**config.mk**
```make
export PLATFORM = sky130hd
export DESIGN_NAME = gicap_top
export DESIGN_NICKNAME = d
export VERILOG_FILES = /design/src/rtl/gicap_pkg.sv /design/src/rtl/gicap_index_tracker.sv /design/src/rtl/gicap_branch_serializer.sv /design/src/rtl/gicap_top.sv
export SDC_FILE = /design/constraint.sdc
export NUM_CORES = 1
export LEC_CHECK = 0
export BUFFER_PORTS_ARGS = -buffer_cell sky130_fd_sc_hd__clkbuf_2
export CORE_AREA = 2 2 191 118
export CTS_BUF_LIST = sky130_fd_sc_hd__clkbuf_4
export DETAILED_ROUTE_END_ITERATION = 10
export DIE_AREA = 0 0 193 120
export PLACE_DENSITY = 0.64
export SLEW_MARGIN = 20
export SYNTH_ARGS = -nofsm -noshare
export SYNTH_HDL_FRONTEND = slang
export SYNTH_HIERARCHICAL = 1
export SYNTH_SLANG_ARGS = --single-unit
```
**constraint.sdc**
```tcl
create_clock -name clk -period 7.15 [get_ports clk]
set_clock_uncertainty 0.05 [all_clocks]
set_input_delay 1.43 -clock clk [delete_from_list [all_inputs] [get_ports clk]]
set_output_delay 1.43 -clock clk [all_outputs]
set_load 0.01 [all_outputs]
```
**src/rtl/gicap_pkg.sv**
```systemverilog
// Package: shared definitions for the guard-interval capture unit.
// Assumes nothing beyond being compiled before the modules that import it.
package gicap_pkg;

    // Window selector; the encoding matches the window bit of the buffer address.
    typedef enum logic {
        WIN_HEAD = 1'b0,
        WIN_TAIL = 1'b1
    } win_e;

    // Width of a branch slot counter; at least one bit.
    function automatic int slot_bits(input int n);
        return (n > 1) ? $clog2(n) : 1;
    endfunction

endpackage

```
**src/rtl/gicap_index_tracker.sv**
```systemverilog
// Module: gicap_index_tracker
// Counts the valid samples of the current symbol and decides for each one whether
// it lies in the head or the tail window. For a captured sample it gives the
// branch-0 buffer address. Assumes symbol-start is a single-cycle pulse and that
// a sample presented together with it is index 0. After the last sample of a
// symbol the tracker goes idle until the next symbol-start.
module gicap_index_tracker
    import gicap_pkg::*;
#(
    parameter int GI_LEN     = 512,
    parameter int USEFUL_LEN = 8192,
    parameter int NUM_BR     = 4,
    parameter int ADDR_W     = 13
) (
    input  logic              clk,
    input  logic              rst_n,
    input  logic              sof_i,
    input  logic              valid_i,
    output logic              cap_o,
    output logic [ADDR_W-1:0] base_o,
    output logic              last_o
);

    localparam int SYM_LEN   = GI_LEN + USEFUL_LEN;
    localparam int IDX_W     = $clog2(SYM_LEN);
    localparam int TAIL_BASE = NUM_BR * GI_LEN;

    logic [IDX_W-1:0] idx_q;
    logic             armed_q;
    logic [IDX_W-1:0] cur_idx;
    logic [IDX_W-1:0] off;
    logic             live;
    logic             in_head;
    win_e             win;

    // Classify the sample on the bus this cycle and form its branch-0 address.
    always_comb begin
        cur_idx = sof_i ? '0 : idx_q;
        live    = sof_i | armed_q;
        in_head = cur_idx < IDX_W'(GI_LEN);
        win     = (cur_idx >= IDX_W'(USEFUL_LEN)) ? WIN_TAIL : WIN_HEAD;
        off     = (win == WIN_TAIL) ? (cur_idx - IDX_W'(USEFUL_LEN)) : cur_idx;
        cap_o   = valid_i & live & (in_head | (win == WIN_TAIL));
        base_o  = ((win == WIN_TAIL) ? ADDR_W'(TAIL_BASE) : '0) + ADDR_W'(off);
        last_o  = cur_idx == IDX_W'(SYM_LEN - 1);
    end

    // Advance the index on valid samples; restart on symbol-start; idle after the last sample.
    always_ff @(posedge clk) begin
        if (!rst_n) begin
            idx_q   <= '0;
            armed_q <= 1'b0;
        end else if (sof_i) begin
            armed_q <= 1'b1;
            idx_q   <= valid_i ? IDX_W'(1) : '0;
        end else if (valid_i && armed_q) begin
            if (idx_q == IDX_W'(SYM_LEN - 1)) begin
                armed_q <= 1'b0;
                idx_q   <= '0;
            end else begin
                idx_q <= idx_q + 1'b1;
            end
        end
    end

    // the index stays inside the symbol while counting.
    assert_idx_bound_R6: assert property (@(posedge clk) disable iff (!rst_n)
        armed_q |-> (idx_q <= IDX_W'(SYM_LEN - 1)));

    // a cycle with neither valid nor symbol-start leaves the count untouched.
    assert_idle_hold_R6: assert property (@(posedge clk) disable iff (!rst_n)
        (!valid_i && !sof_i) |=> ($stable(idx_q) && $stable(armed_q)));

endmodule

```
**src/rtl/gicap_branch_serializer.sv**
```systemverilog
// Module: gicap_branch_serializer
// Latches all branch words of a captured sample and sends them one per cycle
// through a single write port, branch 0 first. Branch b goes to the base address
// plus b*GI_LEN. Assumes loads arrive at least NUM_BR cycles apart. An abort
// (symbol-start) cancels the words not yet sent; a load in the same cycle wins.
module gicap_branch_serializer
    import gicap_pkg::*;
#(
    parameter int NUM_BR = 4,
    parameter int SAMP_W = 32,
    parameter int GI_LEN = 512,
    parameter int ADDR_W = 13
) (
    input  logic                     clk,
    input  logic                     rst_n,
    input  logic                     load_i,
    input  logic                     abort_i,
    input  logic [ADDR_W-1:0]        base_i,
    input  logic                     last_i,
    input  logic [NUM_BR*SAMP_W-1:0] smp_i,
    output logic                     wr_en_o,
    output logic [ADDR_W-1:0]        wr_addr_o,
    output logic [SAMP_W-1:0]        wr_data_o,
    output logic                     done_o
);

    localparam int SLOT_W = slot_bits(NUM_BR);
    localparam logic [SLOT_W-1:0] LAST_SLOT = SLOT_W'(NUM_BR - 1);

    logic [SAMP_W-1:0] lane_in  [NUM_BR];
    logic [SAMP_W-1:0] hold_q   [NUM_BR];
    logic [ADDR_W-1:0] lane_off [NUM_BR];
    logic              busy_q;
    logic [SLOT_W-1:0] slot_q;
    logic [ADDR_W-1:0] base_q;
    logic              last_q;
    logic              done_q;

    // Split the bus into branch lanes and give each lane its block offset.
    for (genvar b = 0; b < NUM_BR; b++) begin : g_lane
        assign lane_in[b]  = smp_i[b*SAMP_W +: SAMP_W];
        assign lane_off[b] = ADDR_W'(b * GI_LEN);

        // Hold this branch's word until its slot comes up.
        always_ff @(posedge clk) begin
            if (!rst_n) begin
                hold_q[b] <= '0;
            end else if (load_i) begin
                hold_q[b] <= lane_in[b];
            end
        end
    end

    // Step through the branch slots of a latched sample.
    always_ff @(posedge clk) begin
        if (!rst_n) begin
            busy_q <= 1'b0;
            slot_q <= '0;
            base_q <= '0;
            last_q <= 1'b0;
        end else if (load_i) begin
            busy_q <= 1'b1;
            slot_q <= '0;
            base_q <= base_i;
            last_q <= last_i;
        end else if (abort_i) begin
            busy_q <= 1'b0;
            slot_q <= '0;
        end else if (busy_q) begin
            if (slot_q == LAST_SLOT) begin
                busy_q <= 1'b0;
                slot_q <= '0;
            end else begin
                slot_q <= slot_q + 1'b1;
            end
        end
    end

    // Raise done in the cycle after the final branch word of the final sample.
    always_ff @(posedge clk) begin
        if (!rst_n) begin
            done_q <= 1'b0;
        end else begin
            done_q <= busy_q && (slot_q == LAST_SLOT) && last_q;
        end
    end

    // Present the word of the current slot on the write port.
    always_comb begin
        wr_en_o   = busy_q;
        wr_data_o = hold_q[slot_q];
        wr_addr_o = base_q + lane_off[slot_q];
        done_o    = done_q;
    end

    // a new sample only arrives when the previous one is on its last slot or finished.
    assert_load_spacing_R5: assert property (@(posedge clk) disable iff (!rst_n)
        load_i |-> (!busy_q || (slot_q == LAST_SLOT)));

    // undisturbed slots advance by one each cycle.
    assert_slot_step_R5: assert property (@(posedge clk) disable iff (!rst_n)
        (busy_q && (slot_q != LAST_SLOT) && !load_i && !abort_i)
        |=> (busy_q && (slot_q == SLOT_W'($past(slot_q) + 1'b1))));

    // done never lasts two cycles.
    assert_done_pulse_R8: assert property (@(posedge clk) disable iff (!rst_n)
        done_q |=> !done_q);

endmodule

```
**src/rtl/gicap_top.sv**
```systemverilog
// Module: gicap_top
// Guard-interval window capture unit. Tracks the sample index in each symbol
// and captures the head guard interval and the matching tail of the useful part
// for all branches into one buffer write port. Signals completion with a
// one-cycle strobe. Assumes valid samples are at least NUM_BR cycles apart and
// that ADDR_W covers 2*NUM_BR*GI_LEN words.
module gicap_top #(
    parameter int NUM_BR     = 4,
    parameter int SAMP_W     = 32,
    parameter int GI_LEN     = 512,
    parameter int USEFUL_LEN = 8192,
    parameter int ADDR_W     = 13
) (
    input  logic                     clk,
    input  logic                     rst_n,
    input  logic                     sym_start_i,
    input  logic                     smp_valid_i,
    input  logic [NUM_BR*SAMP_W-1:0] smp_bus_i,
    output logic                     buf_we_o,
    output logic [ADDR_W-1:0]        buf_addr_o,
    output logic [SAMP_W-1:0]        buf_wdata_o,
    output logic                     done_o
);

    localparam int USED_WORDS = 2 * NUM_BR * GI_LEN;
    localparam logic [ADDR_W-1:0] FINAL_ADDR = ADDR_W'(USED_WORDS - 1);

    logic              cap;
    logic [ADDR_W-1:0] base;
    logic              last;

    gicap_index_tracker #(
        .GI_LEN     (GI_LEN),
        .USEFUL_LEN (USEFUL_LEN),
        .NUM_BR     (NUM_BR),
        .ADDR_W     (ADDR_W)
    ) u_track (
        .clk     (clk),
        .rst_n   (rst_n),
        .sof_i   (sym_start_i),
        .valid_i (smp_valid_i),
        .cap_o   (cap),
        .base_o  (base),
        .last_o  (last)
    );

    gicap_branch_serializer #(
        .NUM_BR (NUM_BR),
        .SAMP_W (SAMP_W),
        .GI_LEN (GI_LEN),
        .ADDR_W (ADDR_W)
    ) u_ser (
        .clk       (clk),
        .rst_n     (rst_n),
        .load_i    (cap),
        .abort_i   (sym_start_i),
        .base_i    (base),
        .last_i    (last),
        .smp_i     (smp_bus_i),
        .wr_en_o   (buf_we_o),
        .wr_addr_o (buf_addr_o),
        .wr_data_o (buf_wdata_o),
        .done_o    (done_o)
    );

    // done comes right after a write to the highest used address.
    assert_done_after_final_R8: assert property (@(posedge clk) disable iff (!rst_n)
        done_o |-> ($past(buf_we_o) && ($past(buf_addr_o) == FINAL_ADDR)));

    // writes stay inside the two windows' area.
    assert_addr_bound_R3: assert property (@(posedge clk) disable iff (!rst_n)
        buf_we_o |-> (buf_addr_o <= FINAL_ADDR));

endmodule

```
==> results of run 1 <==
[cell usage after synthesis, types with 3 or more instances]
| cell type | count |
|---|---|
| sky130_fd_sc_hd__or4_1 | 3 |
| sky130_fd_sc_hd__o21a_1 | 3 |
| sky130_fd_sc_hd__nor4_1 | 5 |
| sky130_fd_sc_hd__nor2b_1 | 28 |
| sky130_fd_sc_hd__nand2_1 | 8 |
| sky130_fd_sc_hd__nor3_1 | 4 |
| sky130_fd_sc_hd__clkbuf_1 | 21 |
| sky130_fd_sc_hd__ha_1 | 5 |
| sky130_fd_sc_hd__a21oi_1 | 4 |
| sky130_fd_sc_hd__edfxtp_1 | 128 |
| sky130_fd_sc_hd__buf_12 | 3 |
| sky130_fd_sc_hd__nor2_1 | 13 |
| sky130_fd_sc_hd__xnor2_1 | 11 |
| sky130_fd_sc_hd__nand2b_1 | 5 |
| sky130_fd_sc_hd__dfxtp_1 | 35 |
| sky130_fd_sc_hd__inv_1 | 5 |
| sky130_fd_sc_hd__buf_4 | 10 |
| sky130_fd_sc_hd__nand4_1 | 4 |
| sky130_fd_sc_hd__nand3_1 | 7 |
| sky130_fd_sc_hd__nor3b_1 | 3 |
| sky130_fd_sc_hd__mux4_2 | 30 |
| sky130_fd_sc_hd__and3_1 | 129 |
| sky130_fd_sc_hd__buf_2 | 17 |
| sky130_fd_sc_hd__mux2i_1 | 15 |
[flip-flops by register name (all words and copies together), names as in the netlist, named ones only]
| name | cells |
|---|---|
| u_ser/hold_q | 128 |
| u_ser/slot_q | 2 |
| u_ser/last_q | 1 |
| u_ser/wr_en_o | 1 |
| u_ser/base_q | 13 |
| u_ser/done_o | 1 |
| u_track/armed_q | 1 |
| u_track/idx_q | 14 |
[cell type report]
class                      count  area (um2)
clock inverter                14         163
inverter                       5        18.8
fill                        2090       12900
clock buffer                  18         135
antenna                        1        2.50
sequential                   163        4550
timing repair buffer         183         951
tap                          286         358
multi-input combinational    299        2510
[worst max path at each step]
stage	start	cells after the start	slack [ns]	end
2_1_floorplan	sym_start_i	6	0.94	u_ser/hold_q[0][0]
3_3_place_gp	sym_start_i	4	2.56	u_ser/hold_q[1][12]
3_5_place_dp	sym_start_i	4	2.54	u_ser/hold_q[0][12]
4_1_cts	sym_start_i	4	3.17	u_ser/hold_q[0][10]
5_1_grt	flip-flop	3	3.20	buf_wdata_o[29]
6_report	flip-flop	3	3.42	buf_wdata_o[31]
[routing by layer]
metal | routed length (um) | GRT usage, % | up-vias
met3 | 1290 | 4.59 | 9
met4 | 155 | 4.12 | 0
met2 | 7000 | 20.3 | 184
met1 | 8160 | 21.6 | 2264
li1 | - | - | 2277
met5 | 0 | 0 | -
[power by group through the flow]
| stage | registers, mW | logic [mW] | clock network (mW) |
|---|---|---|---|
| after global placement | 1.12 | 0.172 | 0 |
| after CTS | 1.10 | 0.175 | 0.599 |
| final | 1.10 | 0.174 | 0.571 |
| after global routing | 1.10 | 0.190 | 0.634 |
| after detailed placement | 1.12 | 0.174 | 0 |
| after floorplan | 1.12 | 0.101 | 0 |
[metrics by stage]
| stage | hold slack [ns] | area, um2 | power (mW) | setup WS (ns) | util, % |
|---|---|---|---|---|---|
| after floorplan | 0.420 | 7380 | 1.22 | 0.939 | - |
| after global placement | 0.444 | 8360 | 1.29 | 2.56 | 38.8 |
| after detailed placement | 0.449 | 8360 | 1.30 | 2.54 | 38.8 |
| after CTS | 0.469 | 8660 | 1.87 | 3.17 | 40.2 |
| after global routing | 0.470 | 8690 | 1.93 | 3.20 | 40.3 |
| final | 0.458 | 8690 | 1.84 | 3.42 | 40.3 |
[cells by family (layout without fill, tap and decap cells)]
family | after synthesis | after routing | synth area share, %
compound gates | 17 | 17 | 1.63
xor+xnor | 11 | 11 | 1.30
fa+ha+maj | 6 | 6 | 1.12
buf+inv | 58 | 220 | 4.61
flops | 163 | 163 | 61.5
mux | 47 | 47 | 11.9
other cells | 0 | 1 | 0
simple gates | 218 | 218 | 17.9
==> reports/qor.csv, run 1 <==
metric,value,unit
status,finished clean,
initial core utilization,34.3,%
input/output buffers,178,
Net Sw Frac,23.6,%
number of setup violations in the final report,0,
end of the worst register-to-register path,u_ser/hold_q[2][10],
maximum cell stage delay along the critical path,0.66,ns
"delay-heaviest family, CP",buffers and inverters,
Switch Pwr,435,uW
warning count from the yosys run,6,
clock latency on the worst-skew pair,0.54,ns
Cell Int Power,1.41,mW
Synth Instances,520,
crit-path max FO,32,
top flip-flop cell by instance count after synthesis,sky130_fd_sc_hd__edfxtp_1,
wire length per cell after detailed routing,17.1,um
via count of the first global-routing pass,4642,
transition time at the pin with the least slew margin,1.11,ns
sink of the worst hold path,u_ser/done_o,
"Distinct cells, synth",43,
share of the clock period used by the worst path,52.2,%
post-DR vias/cell,4.89,
TritonCTS buffer count,17,
hold bufs inserted after CTS,0,
list of cells traversed by the critical path,buf_4 > mux4_1 > clkbuf_2,
cell area after synthesis,7380,um2
final instance count without filler cells,969,
NumNets Final,807,
number of hold-slack violations in the final timing report,0,
type of the worst setup path,reg -> out,
DRC viols,0,
CTS tree,done,
Hold Crit Start,u_ser/last_q,
tightest slew margin relative to the limit,26.2,%
class of the worst hold path,reg -> reg,
proportion of synthesized chip area in sequential cells,61.5,%
total grt overflow,0,
CP Data Arrival Time,2.25,ns
placed instance count,935,
highest-count cells in the layout ignoring fill and taps,"sky130_fd_sc_hd__clkbuf_2 (177), sky130_fd_sc_hd__and3_1 (129), sky130_fd_sc_hd__edfxtp_1 (128), sky130_fd_sc_hd__dfxtp_1 (33), sky130_fd_sc_hd__mux4_2 (30)",
total global-route track usage,14.6,%
cell count of the worst reg-to-reg path,5,
power density of the placed cells,212,nW/um2
"most common cell after layout, fill and taps aside",sky130_fd_sc_hd__clkbuf_2,
Pleak,3.81,nW
Longest Clk Path Bufs,2,
clock period minus final worst setup slack,3.73,ns
total number of vias,4734,
final number of max-transition violations,0,
Hold Path Depth,1,
Post-Route WL,16600,um
Worst path slowest cell,sky130_fd_sc_hd__mux4_1,
Die Area,23200,um2
worst reg2reg startpoint,u_track/idx_q[9],
Reg2Reg Setup Slack,3.87,ns
fraction of power consumed by the clock network,31.0,%
synth top area cells,"sky130_fd_sc_hd__edfxtp_1 (52%), sky130_fd_sc_hd__and3_1 (11%), sky130_fd_sc_hd__dfxtp_1 (9.5%), sky130_fd_sc_hd__mux4_2 (9.1%), sky130_fd_sc_hd__nor2b_1 (2.4%)",
share of post-route cells with drive strength above 1,36.5,%
Logic pwr share,9.4,%
number of enable flip-flop cells after synthesis,128,
clock slew at the register clock pins of the worst setup and hold paths,0.13,ns
type of destination of the critical path,output port,
Layout area overhead,17.7,%
number of iterations in the first detailed-routing pass,5,
unrepaired setup endpoints after global routing,false,
number of clock sinks seen by CTS,163,
area share of the largest cell type after synthesis,52.1,%
number of synthesized register bits,163,
worst IR drop on VDD,0.104,mV
maximum achievable frequency,268,MHz
clock root cell,sky130_fd_sc_hd__clkbuf_4,
maximum level of the CTS H-tree,4,
number of nets with antenna violations after detailed routing,0,
vertical die dimension,120,um
fraction of registers with async set or reset after synthesis,0,%
1st-iter DRT viols,450,
Core Region,21500,um2
global-route wire length before repair,25300,um
dpl hpwl,10900,um
top cell type by total area after synthesis,sky130_fd_sc_hd__edfxtp_1,
sequential power share,59.6,%
required time at the worst-slack endpoint,5.67,ns
pin count of the biggest net entering global routing,94,
synthesized area divided by synthesized cell count,14.2,um2
number of cell rows,42,
final sum of negative setup slack,0,ns
Resize count post-CTS,0,
number of buffers inserted by post-CTS setup repair,0,
crit path buf inv count,2,
routability-driven placement congestion ratio,0.817,
number of violations of the max-capacitance limit,0,
IO Pins,179,
Critical Path Start Type,flip-flop,
antenna violations before repair,1,
die span in x,193,um
Syn Nets,658,
(Power assumes the default switching activity.)
==> run 2, diff against run 1 <==
- PLACE_DENSITY: 0.64 -> 0.66
- clock period: 7.15 -> 3.4 ns (I/O delays scaled with it)
==> reports/qor.csv, run 2 (synthesized netlist as in run 1, its figures left out) <==
metric,value,unit,change
met1 Usage GRT,21.5,%,-0.15 points
met3 track demand over resource,5.41,%,+0.82 points
antenna violations before repair,1,,unchanged
Longest Clk Path Bufs,2,,unchanged
Resize count post-CTS,0,,unchanged
Regs by FF count,"u_ser/hold_q x128, u_track/idx_q x14, u_ser/base_q x13",,
share of the clock period used by the worst path,81.5,%,
maximum achievable frequency,361,MHz,
hold bufs inserted after CTS,0,,unchanged
TritonCTS buffer count,17,,unchanged
"delay-heaviest family, CP",flip-flops,,
post-DR vias/cell,4.90,,+0.25%
highest-count cells in the layout ignoring fill and taps,"sky130_fd_sc_hd__clkbuf_2 (177), sky130_fd_sc_hd__and3_1 (129), sky130_fd_sc_hd__edfxtp_1 (128), sky130_fd_sc_hd__dfxtp_1 (33), sky130_fd_sc_hd__mux4_2 (30)",,
Worst path slowest cell,sky130_fd_sc_hd__dfxtp_2,,
number of cell rows,42,,unchanged
CP Data Arrival Time,2.04,ns,-0.21 ns
global-route wire length before repair,26400,um,+4.4%
NumNets Final,815,,+0.99%
final worst hold slack,0.377,ns,-0.0816 ns
power density of the placed cells,458,nW/um2,+120%
Post-Route WL,16800,um,+1.3%
number of setup violations in the final report,0,,unchanged
share of post-route cells with drive strength above 1,37.2,%,+0.74 points
maximum cell stage delay along the critical path,0.69,ns,+0.03 ns
tightest slew margin relative to the limit,53.6,%,+27 points
Core Region,21500,um2,unchanged
number of buffers inserted by post-CTS setup repair,0,,unchanged
IO Pins,179,,unchanged
met2 track utilization from global routing,21.6,%,+1.3 points
type of the worst setup path,reg -> out,,
final sum of negative setup slack,0,ns,unchanged
CTS tree,done,,
number of flip-flops in the largest register,128,,unchanged
crit-path max FO,18,,-44%
number of violations of the max-capacitance limit,0,,unchanged
unrepaired setup endpoints after global routing,false,,
Pleak,3.87,nW,+1.6%
pin count of the biggest net entering global routing,84,,-11%
Layout area overhead,19.0,%,
die span in x,193,um,unchanged
Die Area,23200,um2,unchanged
type of destination of the critical path,output port,,
wire length per cell after detailed routing,17.2,um,+0.48%
dpl hpwl,11200,um,+3.4%
number of iterations in the first detailed-routing pass,4,,-1
transition time at the pin with the least slew margin,0.697,ns,-0.411 ns
list of cells traversed by the critical path,buf_4 > mux4_2 > clkbuf_2,,
required time at the worst-slack endpoint,2.67,ns,-3.00 ns
worst IR drop on VDD,0.185,mV,+78%
crit path buf inv count,2,,unchanged
Critical Path Start Type,flip-flop,,
post-route cell area,8790,um2,+1.1%
total number of vias,4785,,+1.1%
maximum level of the CTS H-tree,4,,unchanged
busiest metal layer after global routing,met2,,
total grt overflow,0,,unchanged
total global-route track usage,15.1,%,+0.53 points
register containing the most flip-flops in the final layout,u_ser/hold_q,,
final number of max-transition violations,0,,unchanged
routability-driven placement congestion ratio,0.787,,-3.7%
Fillers,2072,,-0.86%
status,finished clean,,
number of clock sinks seen by CTS,163,,unchanged
1st-iter DRT viols,227,,-50%
clock period minus final worst setup slack,2.77,ns,
via count of the first global-routing pass,4818,,+3.8%
"most common cell after layout, fill and taps aside",sky130_fd_sc_hd__clkbuf_2,,
input/output buffers,178,,unchanged
DRC viols,0,,unchanged
number of hold-slack violations in the final timing report,0,,unchanged
class of the worst hold path,in -> reg,,
clock root cell,sky130_fd_sc_hd__clkbuf_4,,
vertical die dimension,120,um,unchanged
initial core utilization,34.3,%,unchanged
Placed Area,8440,um2,+0.96%
number of nets with antenna violations after detailed routing,0,,unchanged
clock latency on the worst-skew pair,0.56,ns,+0.02 ns
clock slew at the register clock pins of the worst setup and hold paths,0.13,ns,about the same
run 2: final timing paths:
| check | slack, ns | endpoint | from | depth (start not counted) |
|---|---|---|---|---|
| worst max-delay path | 0.63 | buf_wdata_o[4] | flip-flop | 3 |
| worst min-delay path | 0.38 | u_ser/hold_q[1][29] | smp_bus_i[61] | 2 |
| worst max register to register | 0.95 | u_ser/hold_q[1][24] | u_track/idx_q[9] | 5 |
| worst min register to register | 0.48 | u_ser/base_q[5] | u_ser/base_q[5] | 2 |
run 2: where the power goes:
part	internal [mW]	switching (mW)
clock	0.661	0.683
sequential	2.28	0.0331
combinational	0.173	0.194
run 2: through the flow:
step	util [%]	cells	setup WS [ns]	total power [mW]
6_report	40.8	977	0.630	4.02
3_3_place_gp	39.2	944	1.04	2.72
4_1_cts	40.8	976	0.527	4.09
2_1_floorplan	-	520	0.198	2.56
5_1_grt	40.8	977	0.487	4.20
3_5_place_dp	39.2	944	1.02	2.73
run 2: layout make-up:
cell class | count | area (um2) | area share (%)
inverter | 5 | 18.8 | 0.214
clock buffer | 18 | 135 | 1.54
tap | 286 | 358 | 4.07
antenna | 1 | 2.50 | 0.0285
multi-input combinational | 299 | 2510 | 28.6
sequential | 163 | 4550 | 51.7
clock inverter | 14 | 209 | 2.38
timing repair buffer | 191 | 1000 | 11.4
run 2: metal layers:
metal / routed length (um) / part of all wire [%] / vias to the layer above
met3: 1300 / 7.7 / 6
li1: - / - / 2302
met4: 127 / 0.75 / 0
met2: 7130 / 42 / 151
met5: 0 / 0 / -
met1: 8280 / 49 / 2326
